**src/rtl/gpio_edge_pkg.sv**
```systemverilog
package gpio_edge_pkg;

  typedef enum logic [1:0] {
    EDGE_OFF  = 2'd0,
    EDGE_FALL = 2'd1,
    EDGE_RISE = 2'd2,
    EDGE_ANY  = 2'd3
  } edge_mode_e;

  // Drive byte, bit 5 down to bit 0.
  typedef struct packed {
    logic       dir_out;
    logic       push_pull;
    logic       pull_en;
    logic [1:0] pull_sel;
    logic       drive_val;
  } octl_t;

  localparam int OCTL_W = $bits(octl_t);

  function automatic logic edge_match(edge_mode_e mode, logic prev, logic cur);
    case (mode)
      EDGE_FALL: return prev & ~cur;
      EDGE_RISE: return ~prev & cur;
      EDGE_ANY:  return prev ^ cur;
      default:   return 1'b0;
    endcase
  endfunction

endpackage

```
**src/rtl/gpio_edge_pin.sv**
```systemverilog
module gpio_edge_pin
  import gpio_edge_pkg::*;
#(
  parameter int DATA_W      = 8,
  parameter int SYNC_STAGES = 2
) (
  input  logic              clk,
  input  logic              rst_n,
  input  logic              octl_we,
  input  logic              ictl_we,
  input  logic [DATA_W-1:0] wdata,
  input  logic              pad_in,
  output octl_t             octl_q,
  output edge_mode_e        mode_q,
  output logic              level,
  output logic              edge_hit,
  output logic              pad_oe,
  output logic              pad_out,
  output logic              pull_en,
  output logic              pull_up,
  output logic              pull_strong
);

  octl_t                  octl_d;
  edge_mode_e             mode_d;
  logic [SYNC_STAGES-1:0] sync_q;
  logic [SYNC_STAGES-1:0] sync_d;
  logic                   prev_q;

  generate
    if (SYNC_STAGES == 1) begin : g_sync_one
      assign sync_d = pad_in;
    end else begin : g_sync_chain
      assign sync_d = {sync_q[SYNC_STAGES-2:0], pad_in};
    end
  endgenerate

  always_comb begin
    octl_d = octl_q;
    if (octl_we) octl_d = octl_t'(wdata[OCTL_W-1:0]);
    mode_d = mode_q;
    if (ictl_we) mode_d = edge_mode_e'(wdata[2:1]);
  end

  always_ff @(posedge clk or negedge rst_n) begin
    if (!rst_n) begin
      octl_q <= '0;
      mode_q <= EDGE_OFF;
      sync_q <= '0;
      prev_q <= 1'b0;
    end else begin
      octl_q <= octl_d;
      mode_q <= mode_d;
      sync_q <= sync_d;
      prev_q <= level;
    end
  end

  assign level    = sync_q[SYNC_STAGES-1];
  assign edge_hit = edge_match(mode_q, prev_q, level);

  assign pad_oe      = octl_q.dir_out & (octl_q.push_pull | ~octl_q.drive_val);
  assign pad_out     = octl_q.push_pull & octl_q.drive_val;
  assign pull_en     = octl_q.pull_en;
  assign pull_up     = octl_q.pull_en & octl_q.pull_sel[0];
  assign pull_strong = octl_q.pull_en & ~octl_q.pull_sel[1];

endmodule

```
**src/rtl/gpio_edge_irq.sv**
```systemverilog
module gpio_edge_irq #(
  parameter int NUM_PINS  = 13,
  parameter int GRP0_PINS = 7,
  parameter int DATA_W    = 8
) (
  input  logic                clk,
  input  logic                rst_n,
  input  logic [NUM_PINS-1:0] edge_hit,
  input  logic [1:0]          stat_we,
  input  logic [1:0]          mask_we,
  input  logic [DATA_W-1:0]   wdata,
  output logic [NUM_PINS-1:0] status,
  output logic [NUM_PINS-1:0] mask,
  output logic                irq
);

  localparam int GRP1_PINS = NUM_PINS - GRP0_PINS;

  generate
    for (genvar i = 0; i < NUM_PINS; i++) begin : g_bit
      localparam int GRP = (i >= GRP0_PINS) ? 1 : 0;
      localparam int POS = (i >= GRP0_PINS) ? (i - GRP0_PINS) : i;
      logic st_q, st_d, mk_q, mk_d;

      always_comb begin
        st_d = st_q;
        if (stat_we[GRP] && wdata[POS]) st_d = 1'b0;
        if (edge_hit[i])                st_d = 1'b1;
        mk_d = mk_q;
        if (mask_we[GRP])               mk_d = wdata[POS];
      end

      always_ff @(posedge clk or negedge rst_n) begin
        if (!rst_n) begin
          st_q <= 1'b0;
          mk_q <= 1'b1;
        end else begin
          st_q <= st_d;
          mk_q <= mk_d;
        end
      end

      assign status[i] = st_q;
      assign mask[i]   = mk_q;
    end
  endgenerate

  assign irq = |(status & ~mask);

  initial begin
    if (GRP0_PINS > DATA_W || GRP1_PINS > DATA_W || GRP1_PINS < 1)
      $display("gpio_edge_irq: group split does not fit the data width");
  end

endmodule

```
**src/rtl/gpio_edge_ctrl.sv**
```systemverilog
module gpio_edge_ctrl
  import gpio_edge_pkg::*;
#(
  parameter int NUM_PINS    = 13,
  parameter int GRP0_PINS   = 7,
  parameter int ADDR_W      = 16,
  parameter int DATA_W      = 8,
  parameter int SYNC_STAGES = 2,
  parameter int OCTL_BASE   = 'h4e44,
  parameter int ICTL_BASE   = 'h4e51,
  parameter int STAT_BASE   = 'h4e0b,
  parameter int MASK_BASE   = 'h4e19
) (
  input  logic                clk,
  input  logic                rst_n,
  input  logic [ADDR_W-1:0]   bus_addr,
  input  logic [DATA_W-1:0]   bus_wdata,
  input  logic                bus_we,
  input  logic                bus_re,
  output logic [DATA_W-1:0]   bus_rdata,
  input  logic [NUM_PINS-1:0] pad_in,
  output logic [NUM_PINS-1:0] pad_oe,
  output logic [NUM_PINS-1:0] pad_out,
  output logic [NUM_PINS-1:0] pad_pull_en,
  output logic [NUM_PINS-1:0] pad_pull_up,
  output logic [NUM_PINS-1:0] pad_pull_strong,
  output logic                irq
);

  localparam int GRP1_PINS = NUM_PINS - GRP0_PINS;

  // Reset: asserted asynchronously, released on the clock.
  logic [1:0] rst_pipe_q;
  logic       rst_core_n;

  always_ff @(posedge clk or negedge rst_n) begin
    if (!rst_n) rst_pipe_q <= 2'b00;
    else        rst_pipe_q <= {rst_pipe_q[0], 1'b1};
  end
  assign rst_core_n = rst_pipe_q[1];

  octl_t               octl_arr  [NUM_PINS];
  edge_mode_e          mode_arr  [NUM_PINS];
  logic [NUM_PINS-1:0] octl_we, ictl_we, level_vec, edge_hit, dir_vec;
  logic [NUM_PINS-1:0] status, mask;
  logic [1:0]          stat_we, mask_we;

  generate
    for (genvar i = 0; i < NUM_PINS; i++) begin : g_pin
      assign octl_we[i] = bus_we && (bus_addr == ADDR_W'(OCTL_BASE + i));
      assign ictl_we[i] = bus_we && (bus_addr == ADDR_W'(ICTL_BASE + i));

      gpio_edge_pin #(
        .DATA_W      (DATA_W),
        .SYNC_STAGES (SYNC_STAGES)
      ) pin_i (
        .clk         (clk),
        .rst_n       (rst_core_n),
        .octl_we     (octl_we[i]),
        .ictl_we     (ictl_we[i]),
        .wdata       (bus_wdata),
        .pad_in      (pad_in[i]),
        .octl_q      (octl_arr[i]),
        .mode_q      (mode_arr[i]),
        .level       (level_vec[i]),
        .edge_hit    (edge_hit[i]),
        .pad_oe      (pad_oe[i]),
        .pad_out     (pad_out[i]),
        .pull_en     (pad_pull_en[i]),
        .pull_up     (pad_pull_up[i]),
        .pull_strong (pad_pull_strong[i])
      );

      assign dir_vec[i] = octl_arr[i].dir_out;
    end

    for (genvar g = 0; g < 2; g++) begin : g_grp
      assign stat_we[g] = bus_we && (bus_addr == ADDR_W'(STAT_BASE + g));
      assign mask_we[g] = bus_we && (bus_addr == ADDR_W'(MASK_BASE + g));
    end
  endgenerate

  gpio_edge_irq #(
    .NUM_PINS  (NUM_PINS),
    .GRP0_PINS (GRP0_PINS),
    .DATA_W    (DATA_W)
  ) irq_i (
    .clk      (clk),
    .rst_n    (rst_core_n),
    .edge_hit (edge_hit),
    .stat_we  (stat_we),
    .mask_we  (mask_we),
    .wdata    (bus_wdata),
    .status   (status),
    .mask     (mask),
    .irq      (irq)
  );

  // Registered read path.
  logic [DATA_W-1:0] rdata_q, rdata_d;

  always_comb begin
    rdata_d = rdata_q;
    if (bus_re) begin
      rdata_d = '0;
      for (int i = 0; i < NUM_PINS; i++) begin
        if (bus_addr == ADDR_W'(OCTL_BASE + i)) rdata_d = DATA_W'(octl_arr[i]);
        if (bus_addr == ADDR_W'(ICTL_BASE + i)) rdata_d = DATA_W'({mode_arr[i], level_vec[i]});
      end
      if (bus_addr == ADDR_W'(STAT_BASE))     rdata_d = DATA_W'(status[GRP0_PINS-1:0]);
      if (bus_addr == ADDR_W'(STAT_BASE + 1)) rdata_d = DATA_W'(status[NUM_PINS-1:GRP0_PINS]);
      if (bus_addr == ADDR_W'(MASK_BASE))     rdata_d = DATA_W'(mask[GRP0_PINS-1:0]);
      if (bus_addr == ADDR_W'(MASK_BASE + 1)) rdata_d = DATA_W'(mask[NUM_PINS-1:GRP0_PINS]);
    end
  end

  always_ff @(posedge clk or negedge rst_core_n) begin
    if (!rst_core_n) rdata_q <= '0;
    else             rdata_q <= rdata_d;
  end

  assign bus_rdata = rdata_q;

  initial begin
    if (GRP1_PINS < 1) $display("gpio_edge_ctrl: high group is empty");
  end

endmodule

```
**config.mk**
```make
export PLATFORM = sky130hd
export DESIGN_NAME = gpio_edge_ctrl
export DESIGN_NICKNAME = d
export VERILOG_FILES = /design/src/rtl/gpio_edge_pkg.sv /design/src/rtl/gpio_edge_pin.sv /design/src/rtl/gpio_edge_irq.sv /design/src/rtl/gpio_edge_ctrl.sv
export SDC_FILE = /design/constraint.sdc
export NUM_CORES = 1
export LEC_CHECK = 0
export BUFFER_PORTS_ARGS = -buffer_cell sky130_fd_sc_hd__buf_2
export CORE_MARGIN = 2
export CORE_UTILIZATION = 64
export CTS_CLUSTER_SIZE = 20
export DETAILED_ROUTE_END_ITERATION = 7
export PLACE_DENSITY = 0.86
export SETUP_SLACK_MARGIN = 0.15
export SLEW_MARGIN = 20
export SYNTH_ARGS = -nofsm -noshare
export SYNTH_HDL_FRONTEND = slang
export SYNTH_SLANG_ARGS = --single-unit
```
**constraint.sdc**
```tcl
create_clock -name clk -period 12.3 [get_ports clk]
set_clock_uncertainty 0.05 [all_clocks]
set_input_delay 0 -clock clk [delete_from_list [all_inputs] [get_ports clk]]
set_output_delay 0 -clock clk [all_outputs]
set_load 0.005 [all_outputs]
```
* After elaboration in Yosys (flattened, before gate mapping)
Cells that the tools add are included.
W data, S select, Z words.
** Word-level totals
- Word-level logic and storage cells :: 485
- Bits in registers :: 179
** Cells by class
- Bitwise gates (word level) :: 158
- Mux-type cells :: 69
- Reduce and logical (&&, ||, !) cells :: 57
- Eq/ne operators :: 69
** Operators with widths (count)
- $eq A16 B15 Y1 const B :: 30
- $mux W8 :: 29
- $and A1 B1 Y1 :: 78
- $eq A2 B2 Y1 const B :: 26
- $not A1 Y1 :: 52
- $logic_and A1 B1 Y1 :: 43
- $pmux W1 S3 :: 13
- $eq A2 B1 Y1 const B :: 13
- $mux W1 :: 26
- $reduce_bool A2 Y1 :: 13
- $and A13 B13 Y13 :: 1
- $not A13 Y13 :: 1
- $or A1 B1 Y1 :: 13
- $reduce_or A13 Y1 :: 1
- $xor A1 B1 Y1 :: 13
- $mux W6 :: 1

* Depth between registers and ports, before layout
Gate-level depths: netlist of run 1.
- Depth after elaboration :: 31
- Gate-level depth with buffers :: 13
- Mapped depth without buffers :: 10

* Cells and area by module
A second synthesis of run 1 with hierarchy kept.
** Unflattened totals
- Cells, all modules :: 920
- Area total of the unflattened synthesis :: 9935.8 µm²
** By module, submodules not included
- gpio_edge_pin :: cells each 36, times used 13, seq. area each 275.3 µm², area an instance 489.2 µm²
- gpio_edge_ctrl :: cells each 337, times used 1, seq. area each 225.2 µm², area an instance 2298.5 µm²
- gpio_edge_irq :: cells each 115, times used 1, seq. area each 666.9 µm², area an instance 1277.5 µm²

* Worst setup path before layout of run 1
Ideal clock, no wire load.
- Path type :: input to register
- Start :: in bus_addr[13]
- End :: reg rdata_q[0], in the netlist bus_rdata[0]
- Cell stages on the path :: 11
- Setup slack :: 10108 ps
- Library setup time :: 124 ps
- Data arrival time :: 2017 ps
- Cell sequence :: or4b_4 > buf_6 > nor4_4 > and2_1 > a41oi_1 > o21ai_0 > nor4_1 > a211oi_1 > o221ai_1 > a21oi_1 > o21ai_1
** On the way
- Cells in the longest elaborated chain, start to end :: 31
- Elaborated cells on any way between the ends :: 60
** Ends and longest elaborated chain
- start: declaration :: RTL line gpio_edge_ctrl.sv:16 : input logic [ADDR_W-1:0] bus_addr,
- $eq A16 B15 Y1 :: RTL line gpio_edge_ctrl.sv:107 : if (bus_addr == ADDR_W'(OCTL_BASE + i)) rdata_d = DATA_W'(octl_arr[i]);
- $mux W6 :: RTL line gpio_edge_ctrl.sv:107
- $mux W8 :: RTL line gpio_edge_ctrl.sv:108 : if (bus_addr == ADDR_W'(ICTL_BASE + i)) rdata_d = DATA_W'({mode_arr[i], level_vec[i]});
- $mux W8 :: RTL line gpio_edge_ctrl.sv:107
- $mux W8 :: RTL line gpio_edge_ctrl.sv:108
- $mux W8 :: RTL line gpio_edge_ctrl.sv:107
- $mux W8 :: RTL line gpio_edge_ctrl.sv:108
- $mux W8 :: RTL line gpio_edge_ctrl.sv:107
- [15 not listed]
- $mux W8 :: RTL line gpio_edge_ctrl.sv:107
- $mux W8 :: RTL line gpio_edge_ctrl.sv:108
- $mux W8 :: RTL line gpio_edge_ctrl.sv:107
- $mux W8 :: RTL line gpio_edge_ctrl.sv:108
- $mux W8 :: RTL line gpio_edge_ctrl.sv:110 : if (bus_addr == ADDR_W'(STAT_BASE)) rdata_d = DATA_W'(status[GRP0_PINS-1:0]);
- $mux W8 :: RTL line gpio_edge_ctrl.sv:111 : if (bus_addr == ADDR_W'(STAT_BASE + 1)) rdata_d = DATA_W'(status[NUM_PINS-1:GRP0_PINS]);
- $mux W8 :: RTL line gpio_edge_ctrl.sv:112 : if (bus_addr == ADDR_W'(MASK_BASE)) rdata_d = DATA_W'(mask[GRP0_PINS-1:0]);
- $mux W8 (*) :: RTL line gpio_edge_ctrl.sv:113 : if (bus_addr == ADDR_W'(MASK_BASE + 1)) rdata_d = DATA_W'(mask[NUM_PINS-1:GRP0_PINS]);
- end signal: assignment :: RTL line gpio_edge_ctrl.sv:119 : else rdata_q <= rdata_d;
- end: declaration :: RTL line gpio_edge_ctrl.sv:100 : logic [DATA_W-1:0] rdata_q, rdata_d;
Mark *: on every way between the ends. The rest lies on a longest branch, timed or not.
A chain may end at the register's enable or synchronous reset.

* Worst setup path in the final report of run 1
- Start :: in bus_addr[1]
- End :: reg rdata_q[1], in the netlist bus_rdata[1]
Same word-level chain as after synthesis.

==> run metrics, run 1 <==
CTS tree=yes; hold wc startpoint=bus_wdata[3]; worst hold endpoint=irq_i.g_bit[10].st_q$_DFFE_PN0P_; Yosys cell types=just over 60; Slew @ Worst Pin=1.004 ns; CP arrival=3.18 ns; final hold viol count=0; Core Rows=45; die area=0.01634 sq mm; Clock Sinks=between 150 and 200; final worst path period share=23.31%; outcome=complete, but fails checks; Post-synth ARST share=100.0%; first-pass GRT wire length=42,770 microns; Pleak=5.280 nW; Reg clk slew, reported paths=approximately 0.07 ns; DIE HEIGHT=127.8 microns; Worst VDD drop=0.0001004 V; maximum clock path buffer count=2; Worst Hold Class=input pin to flop; All-Layer GR Usage=roughly a third; CP Max Fanout=20; FF-to-FF End=bus_rdata[1]$_DFFE_PN0P_; GR peak layer=met2; Die W=127.8 microns; port bufs=112; Max Cap Viol=0; R2R Setup Slk=9.76 ns; f_max=348.8 MHz; Final min period=2.867 ns; DRC viols=5; antenna-violating nets left=0; 1st-pass router iterations=8; area of the mapped netlist=between 0.009 and 0.01 sq mm; failing checks=DRC; Detail Placement HPWL=between 15,000 and 20,000 microns; nets=~1,100; Slew Limit Fails=0; CP startpoint kind=input pin; DR vias/cell=~6.4; layout cells sized above 1=29.25%; H-tree level count=4; # IOs=about 120; Largest stage delay, worst path=0.64 ns; RSZ-0062 raised after global routing=false; gate count of the mapped netlist=963; critical path type=input pin to flop; Primary FF master, synth=dfrtp_1; Reg2Reg Launch Point=g_pin[2].pin_i.octl_q[1]$_DFFE_PN0P_; Starting Density=65.04%; Synth Register Bits=178; pre-CTS setup slack=9.202 ns; Cell Chain, Critical Path=buf_2, nor2b_1, nand4_1, nor2_1, a21o_1, a211oi_1, nor3_1, o21ai_0, a31oi_1, nor2_1, o21ai_1; synth warn=0; worst reg-to-reg path cell count=10; global placer's final weighted congestion=between 0.9 and 1; critical path's slowest cell=nor2b_1; GR Layer Usage met2=a little under three fifths; routed via count=7,841; # fillers=1,127; Synth Area per Inst=between 10 and 15 sq um; Area growth, synth to finish=10.11%; M3 GR Usage=around 6.7%; number of global-route vias before repair=roughly 7,500; root buffer cell=clkbuf_16; EDFF count, synth=0; total routed wirelength=27,930 microns; largest net degree at the start of global routing=69; First DRT Iteration DRCs=about 900; met1 GRT Util=46.43%; post_cts resized=0; GRT Residual Overflow=0; core area=0.01509 sq mm; Worst-Skew Late Latency=0.44 ns; PwrDens=115.0 mW/mm^2; initial antenna violation count=0; final setup margin=around 9.4 ns; routed length per placed instance=22.95 microns; Rel. slew slack=31.36%; Finish-stage setup viols=0; Final TNS setup=0 ns; Worst Hold Depth=4; Post-Syn Nets=1,030; Seq/Total Area, Yosys=45.55%; CP required=approximately 13 ns; hold slack=0.06721 ns; most frequent CP cell=nor2_1; critical path capture point type=flop; # diodes=0; Inserted Clock Buffers=17
## Yosys cell counts (21+ instances only)
master	n	area, sq um
dfrtp_1	165	4129
ha_1	26	325.3
nor2b_1	22	137.6
buf_4	66	495.5
nor3_1	22	110.1
inv_1	65	244.0
a21oi_1	24	120.1
nand3_1	21	105.1
mux2_2	119	1340
and2_1	29	181.4
clkbuf_1	28	105.1
nand2_1	119	446.7
nor2_1	37	138.9
## per-layer routing
layer / vias up / part of all wire [%] / wire (microns)
met2: 433 / 47 / 13170
met1: 3890 / 40 / 11310
li1: 3431 / - / -
met4: 0 / 4.3 / 1188
met5: - / 0 / 0
met3: 87 / 8.1 / 2262
## area by class of cell
class	count	area (sq um)	area share [%]
Multi-Input combinational cell	620	4463	41.30
Clock inverter	15	196.4	1.818
Timing Repair Buffer	134	768.2	7.109
Clock buffer	17	425.4	3.937
Tap cell	188	235.2	2.177
Sequential cell	178	4474	41.40
Inverter	65	244.0	2.258
## cell usage in the layout, fill, tap and decap left out, types with 21 or more instances in the layout
cell | synthesis | layout
dfrtp_1 | 165 | 164
buf_2 | 5 | 112
nor2_1 | 37 | 37
nor2b_1 | 22 | 22
nor3_1 | 22 | 22
a21oi_1 | 24 | 24
nand3_1 | 21 | 21
mux2_2 | 119 | 119
and2_1 | 29 | 29
nand2_1 | 119 | 119
ha_1 | 26 | 26
inv_1 | 65 | 65
## what timing repair did
| item | in CTS | in global routing |
|---|---|---|
| endpoints found under the hold margin | 23 | 0 |
| setup buffers | 0 | 0 |
| hold buffers | 17 | 0 |
## registers in the layout, summed over array words and instances (netlist names), 7 cells and up
register	cells
bus_rdata	7
g_pin.pin_i.mode_q	26
g_pin.pin_i.octl_q	65
g_pin.pin_i.prev_q	13
g_pin.pin_i.pull_en	13
g_pin.pin_i.sync_q	26
irq_i.g_bit.mk_q	13
irq_i.g_bit.st_q	13
## worst max-delay path by stage
stage                             from                  endpoint  slack (ns)  depth (start not counted)
3_3_place_gp               bus_addr[1]  bus_rdata[1]$_DFFE_PN0P_        9.19                         11
6_report                   bus_addr[1]  bus_rdata[1]$_DFFE_PN0P_        9.43                         11
5_1_grt                    bus_addr[1]  bus_rdata[1]$_DFFE_PN0P_        9.23                         11
2_1_floorplan  rst_pipe_q[1]$_DFF_PN0_  bus_rdata[0]$_DFFE_PN0P_        6.95                          0
4_1_cts                    bus_addr[1]  bus_rdata[1]$_DFFE_PN0P_        9.64                         11
3_5_place_dp               bus_addr[1]  bus_rdata[1]$_DFFE_PN0P_        9.20                         11
## worst max-delay path: cells and delay by family
family	cells	cell delay, ns
buffers and inverters	1	0.36
AND/OR/NAND/NOR	5	1.97
AO/OA/AOI/OAI	5	0.84
## cells by family after synthesis
logic type	Yosys count	synth area share, %
AOI/OAI and AO/OA	144	10.31
adders and majority gates	26	3.315
buffers and inverters	165	8.975
DFF	178	45.55
muxes	136	15.39
other	2	0.07652
and+or+nand+nor	312	16.38
## power breakdown
part	total, W	internal [W]	switching, W
clock	0.000577	0.000327	0.000250
combinational	0.0000640	0.0000187	0.0000453
sequential	0.000601	0.000593	0.00000800
## through the flow
stage / cells / utilization (%) / total power (W) / area, sq um
2_1_floorplan: 963 / - / 0.0006445 / 9814
3_3_place_gp: 1168 / 66.37 / 0.0006694 / 10010
3_5_place_dp: 1168 / 66.37 / 0.0006711 / 10010
4_1_cts: 1217 / 71.62 / 0.001244 / 10810
5_1_grt: 1217 / 71.62 / 0.001276 / 10810
6_report: 1217 / 71.62 / 0.001242 / 10810
No activity file was read; power rests on OpenSTA's default activity.
==> run 2: changes to the inputs <==
--- a/config.mk
+++ b/config.mk
@@ -5,12 +5,13 @@
 export SDC_FILE = /design/constraint.sdc
 export NUM_CORES = 1
 export LEC_CHECK = 0
+export ABC_AREA = 1
 export BUFFER_PORTS_ARGS = -buffer_cell sky130_fd_sc_hd__buf_2
 export CORE_MARGIN = 2
-export CORE_UTILIZATION = 64
+export CORE_UTILIZATION = 59
 export CTS_CLUSTER_SIZE = 20
 export DETAILED_ROUTE_END_ITERATION = 7
-export PLACE_DENSITY = 0.86
+export PLACE_DENSITY = 0.81
 export SETUP_SLACK_MARGIN = 0.15
 export SLEW_MARGIN = 20
 export SYNTH_ARGS = -nofsm -noshare
==> constraint.sdc (replaced) <==
create_clock -name clk -period 3 [get_ports clk]
set_clock_uncertainty 0.05 [all_clocks]
set_input_delay 0 -clock clk [delete_from_list [all_inputs] [get_ports clk]]
set_output_delay 0 -clock clk [all_outputs]
set_load 0.005 [all_outputs]
==> run 2 against run 1 <==
The flow now finishes without violations. Critical path depth rose by 7. Die area rose by 2.0%. Combinational power rose to 3.3 times the previous value. Routed wire length fell by 17%. Via count rose by 0.83%. Synthesized cell count rose by 19%. Non-clock buffer count rose by 6. Clock power rose to 3.8 times the previous value. Final cell count rose by 18%. Global-route usage fell by 6.2 points. Clock-buffer cell count rose by 1.
==> run metrics, run 2 <==
outcome=finished clean; final worst path period share=89.15%; largest net degree at the start of global routing=between 70 and 80; gate count of the mapped netlist=1,149; Gate power share=between 4 and 5%; Multi-input gate area=0.003566 sq mm; Yosys cell types=39; f_max=~370 MHz; first-pass GRT wire length=37,030 microns; Primary FF master, synth=dfrtp_1; area of the mapped netlist=0.009233 sq mm; port bufs=around 110; Max Cap Viol=0; leading cell type in the layout, fill and taps excluded=nand2_1; final hold viol count=0; CP startpoint kind=flop; register area=0.004474 sq mm; Most flops, register=g_pin.pin_i.octl_q; layout cells sized above 1=16.31%; CTS tree=yes; Starting Density=between 60% and 70%; Detail Placement HPWL=around 16,000 microns; critical path capture point type=flop; Final min period=roughly 2.7 ns; hold slack=0.1008 ns; CP Max Fanout=3; Largest register FFs=65; # IOs=about 120; Final TNS setup=0 ns; Seq/Total Area, Yosys=48.42%; EDFF count, synth=0; Die W=129.1 microns; Sw Pwr=0.001155 W; antenna-violating nets left=0; GRT Residual Overflow=0; total routed wirelength=approximately 23,000 microns; Finish-stage setup viols=0; First DRT Iteration DRCs=~760; Clock Power Share=45.4%; PwrDens=474.7 mW/mm^2; # diodes=0; Pleak=5.015 nW; Worst VDD drop=0.0006422 V; DRC viols=0; synth top area cells=dfrtp_1, nand2_1, o21ai_0; worst reg-to-reg path cell count=18; root buffer cell=clkbuf_16; Largest regs=g_pin.pin_i.octl_q: 65 flops, g_pin.pin_i.mode_q: 26 flops, g_pin.pin_i.sync_q: 26 flops; Sequential Power Share=a little over 50%; routed length per placed instance=16.17 microns; count leader, synth=nand2_1; CP arrival=2.95 ns; Synth Area per Inst=8.035 sq um; Clock Sinks=178; initial antenna violation count=0; Slew Limit Fails=0; Worst-Skew Late Latency=0.43 ns; Post-Syn Nets=1,216; Worst Hold Depth=6; Core Rows=45; synth warn=0; Inserted Clock Buffers=17; nets=around 1,300; routed via count=7,906; RSZ-0062 raised after global routing=true; synth cell count leaders=nand2_1, dfrtp_1, inv_1; Area growth, synth to finish=11.49%; critical path type=flop to flop; All-Layer GR Usage=between 20% and 30%; Synth area leader=dfrtp_1; Pint=0.003732 W; die area=0.01667 sq mm; Reg clk slew, reported paths=roughly 0.07 ns; Synth Register Bits=178; Slew @ Worst Pin=1.099 ns; core area=0.01526 sq mm; number of global-route vias before repair=7,422; Worst Hold Class=input pin to flop; Rel. slew slack=around a quarter; global placer's final weighted congestion=0.9590; # fillers=1,253; H-tree level count=4; DR vias/cell=between 5 and 6; most frequent cells in the layout=nand2_1, dfrtp_1, inv_1, o21ai_0, buf_2; switch share=roughly a quarter; top cell type's share of synthesized area=~45%; Post-synth ARST share=100.0%; 1st-pass router iterations=7; DIE HEIGHT=129.1 microns; Final Core Density=about two thirds; maximum clock path buffer count=2; CP required=3.27 ns
==> run 2: cell count changes after synthesis, sizes merged, moves of 13 or more <==
| cell | change |
|---|---|
| o211ai | -13 |
| nand2 | +160 |
| nand4 | +16 |
| inv | +86 |
| and2 | -31 |
| mux2 | -119 |
| nand3 | +16 |
| o21ai | +127 |
| nor2 | +67 |
| nor4 | -16 |
| mux2i | -17 |
| nor2b | -22 |
==> run 2: cells by family after synthesis <==
logic type	synth area share, %
and+or+nand+nor	22.29
buffers and inverters	13.12
AOI/OAI and AO/OA	12.56
DFF	48.42
adders and majority gates	3.523
other	0.08134
==> run 2: layer usage <==
layer / global-route usage (%) / vias up / wire [microns]
met5: 0 / - / 0
met4: 12.60 / 0 / 791
met3: 4.831 / 65 / 1738
met2: 48.09 / 378 / 11190
met1: 37.48 / 3715 / 9413
li1: - / 3748 / -
==> run 2: critical path, cell delays in order (launching register included) <==
cell	delay (ns)
dfrtp_1	0.40
nand3_1	0.10
nand2_1	0.07
nor2_2	0.10
nand4_1	0.11
nor2_2	0.13
nand4_1	0.11
nor2_1	0.12
nand4_1	0.15
nor2_2	0.19
nand4_1	0.11
nor2_2	0.16
nand4_1	0.10
nor2_1	0.10
nand4_1	0.14
nor2_1	0.12
nand4_1	0.14
nand2_1	0.09
nand2_1	0.05
==> run 2: power by group through the flow <==
stage	clock (W)	sequential [W]	combinational [W]
after floorplan	0	0.00252	0.0000811
after global placement	0	0.00250	0.000184
after detailed placement	0	0.00250	0.000190
after CTS	0.00223	0.00246	0.000209
after global routing	0.00233	0.00246	0.000232
final	0.00222	0.00246	0.000208
==> run 2: cell type report <==
type	count	area share [%]
clock buffers	18	4.169
clock inverters	14	1.483
inverters	151	5.531
multi-input cells	719	34.64
flip-flops and latches	178	43.47
well taps	211	2.565
repair buffers	140	8.144
==> run 2: timing repair <==
action / in CTS / in global routing
setup buffers: 0 / 2
hold buffers: 17 / 0
setup endpoints to repair: 0 / 2
endpoints found under the hold margin: 24 / 0
gates resized for setup: 0 / 6
==> run 2: path summary, 6_finish.rpt <==
path,end,startpoint,slack (ns)
worst max-delay path,bus_rdata[2]$_DFFE_PN0P_,g_pin[0].pin_i.mode_q[1]$_DFFE_PN0P_,0.33
worst min-delay path,g_pin[0].pin_i.mode_q[0]$_DFFE_PN0P_,bus_addr[15],0.10
worst max register to register,bus_rdata[2]$_DFFE_PN0P_,g_pin[0].pin_i.mode_q[1]$_DFFE_PN0P_,0.33
worst min register to register,g_pin[11].pin_i.sync_q[0]$_DFF_PN0_,rst_pipe_q[1]$_DFF_PN0_,0.27
max in group asynchronous,irq_i.g_bit[0].mk_q$_DFFE_PN1P_,rst_pipe_q[1]$_DFF_PN0_,1.83
min in group asynchronous,g_pin[11].pin_i.sync_q[0]$_DFF_PN0_,rst_pipe_q[1]$_DFF_PN0_,0.27
==> run 2: metrics by stage <==
stage	worst slack, ns	total power [W]	cell area [sq um]	cells
finish	0.3254	0.004887	10290	1431
global route	0.1235	0.005024	10290	1431
CTS	0.3430	0.004896	10260	1429
detailed placement	0.3205	0.002695	9512	1380
global placement	0.3761	0.002687	9512	1380
floorplan	1.124	0.002602	9236	1149
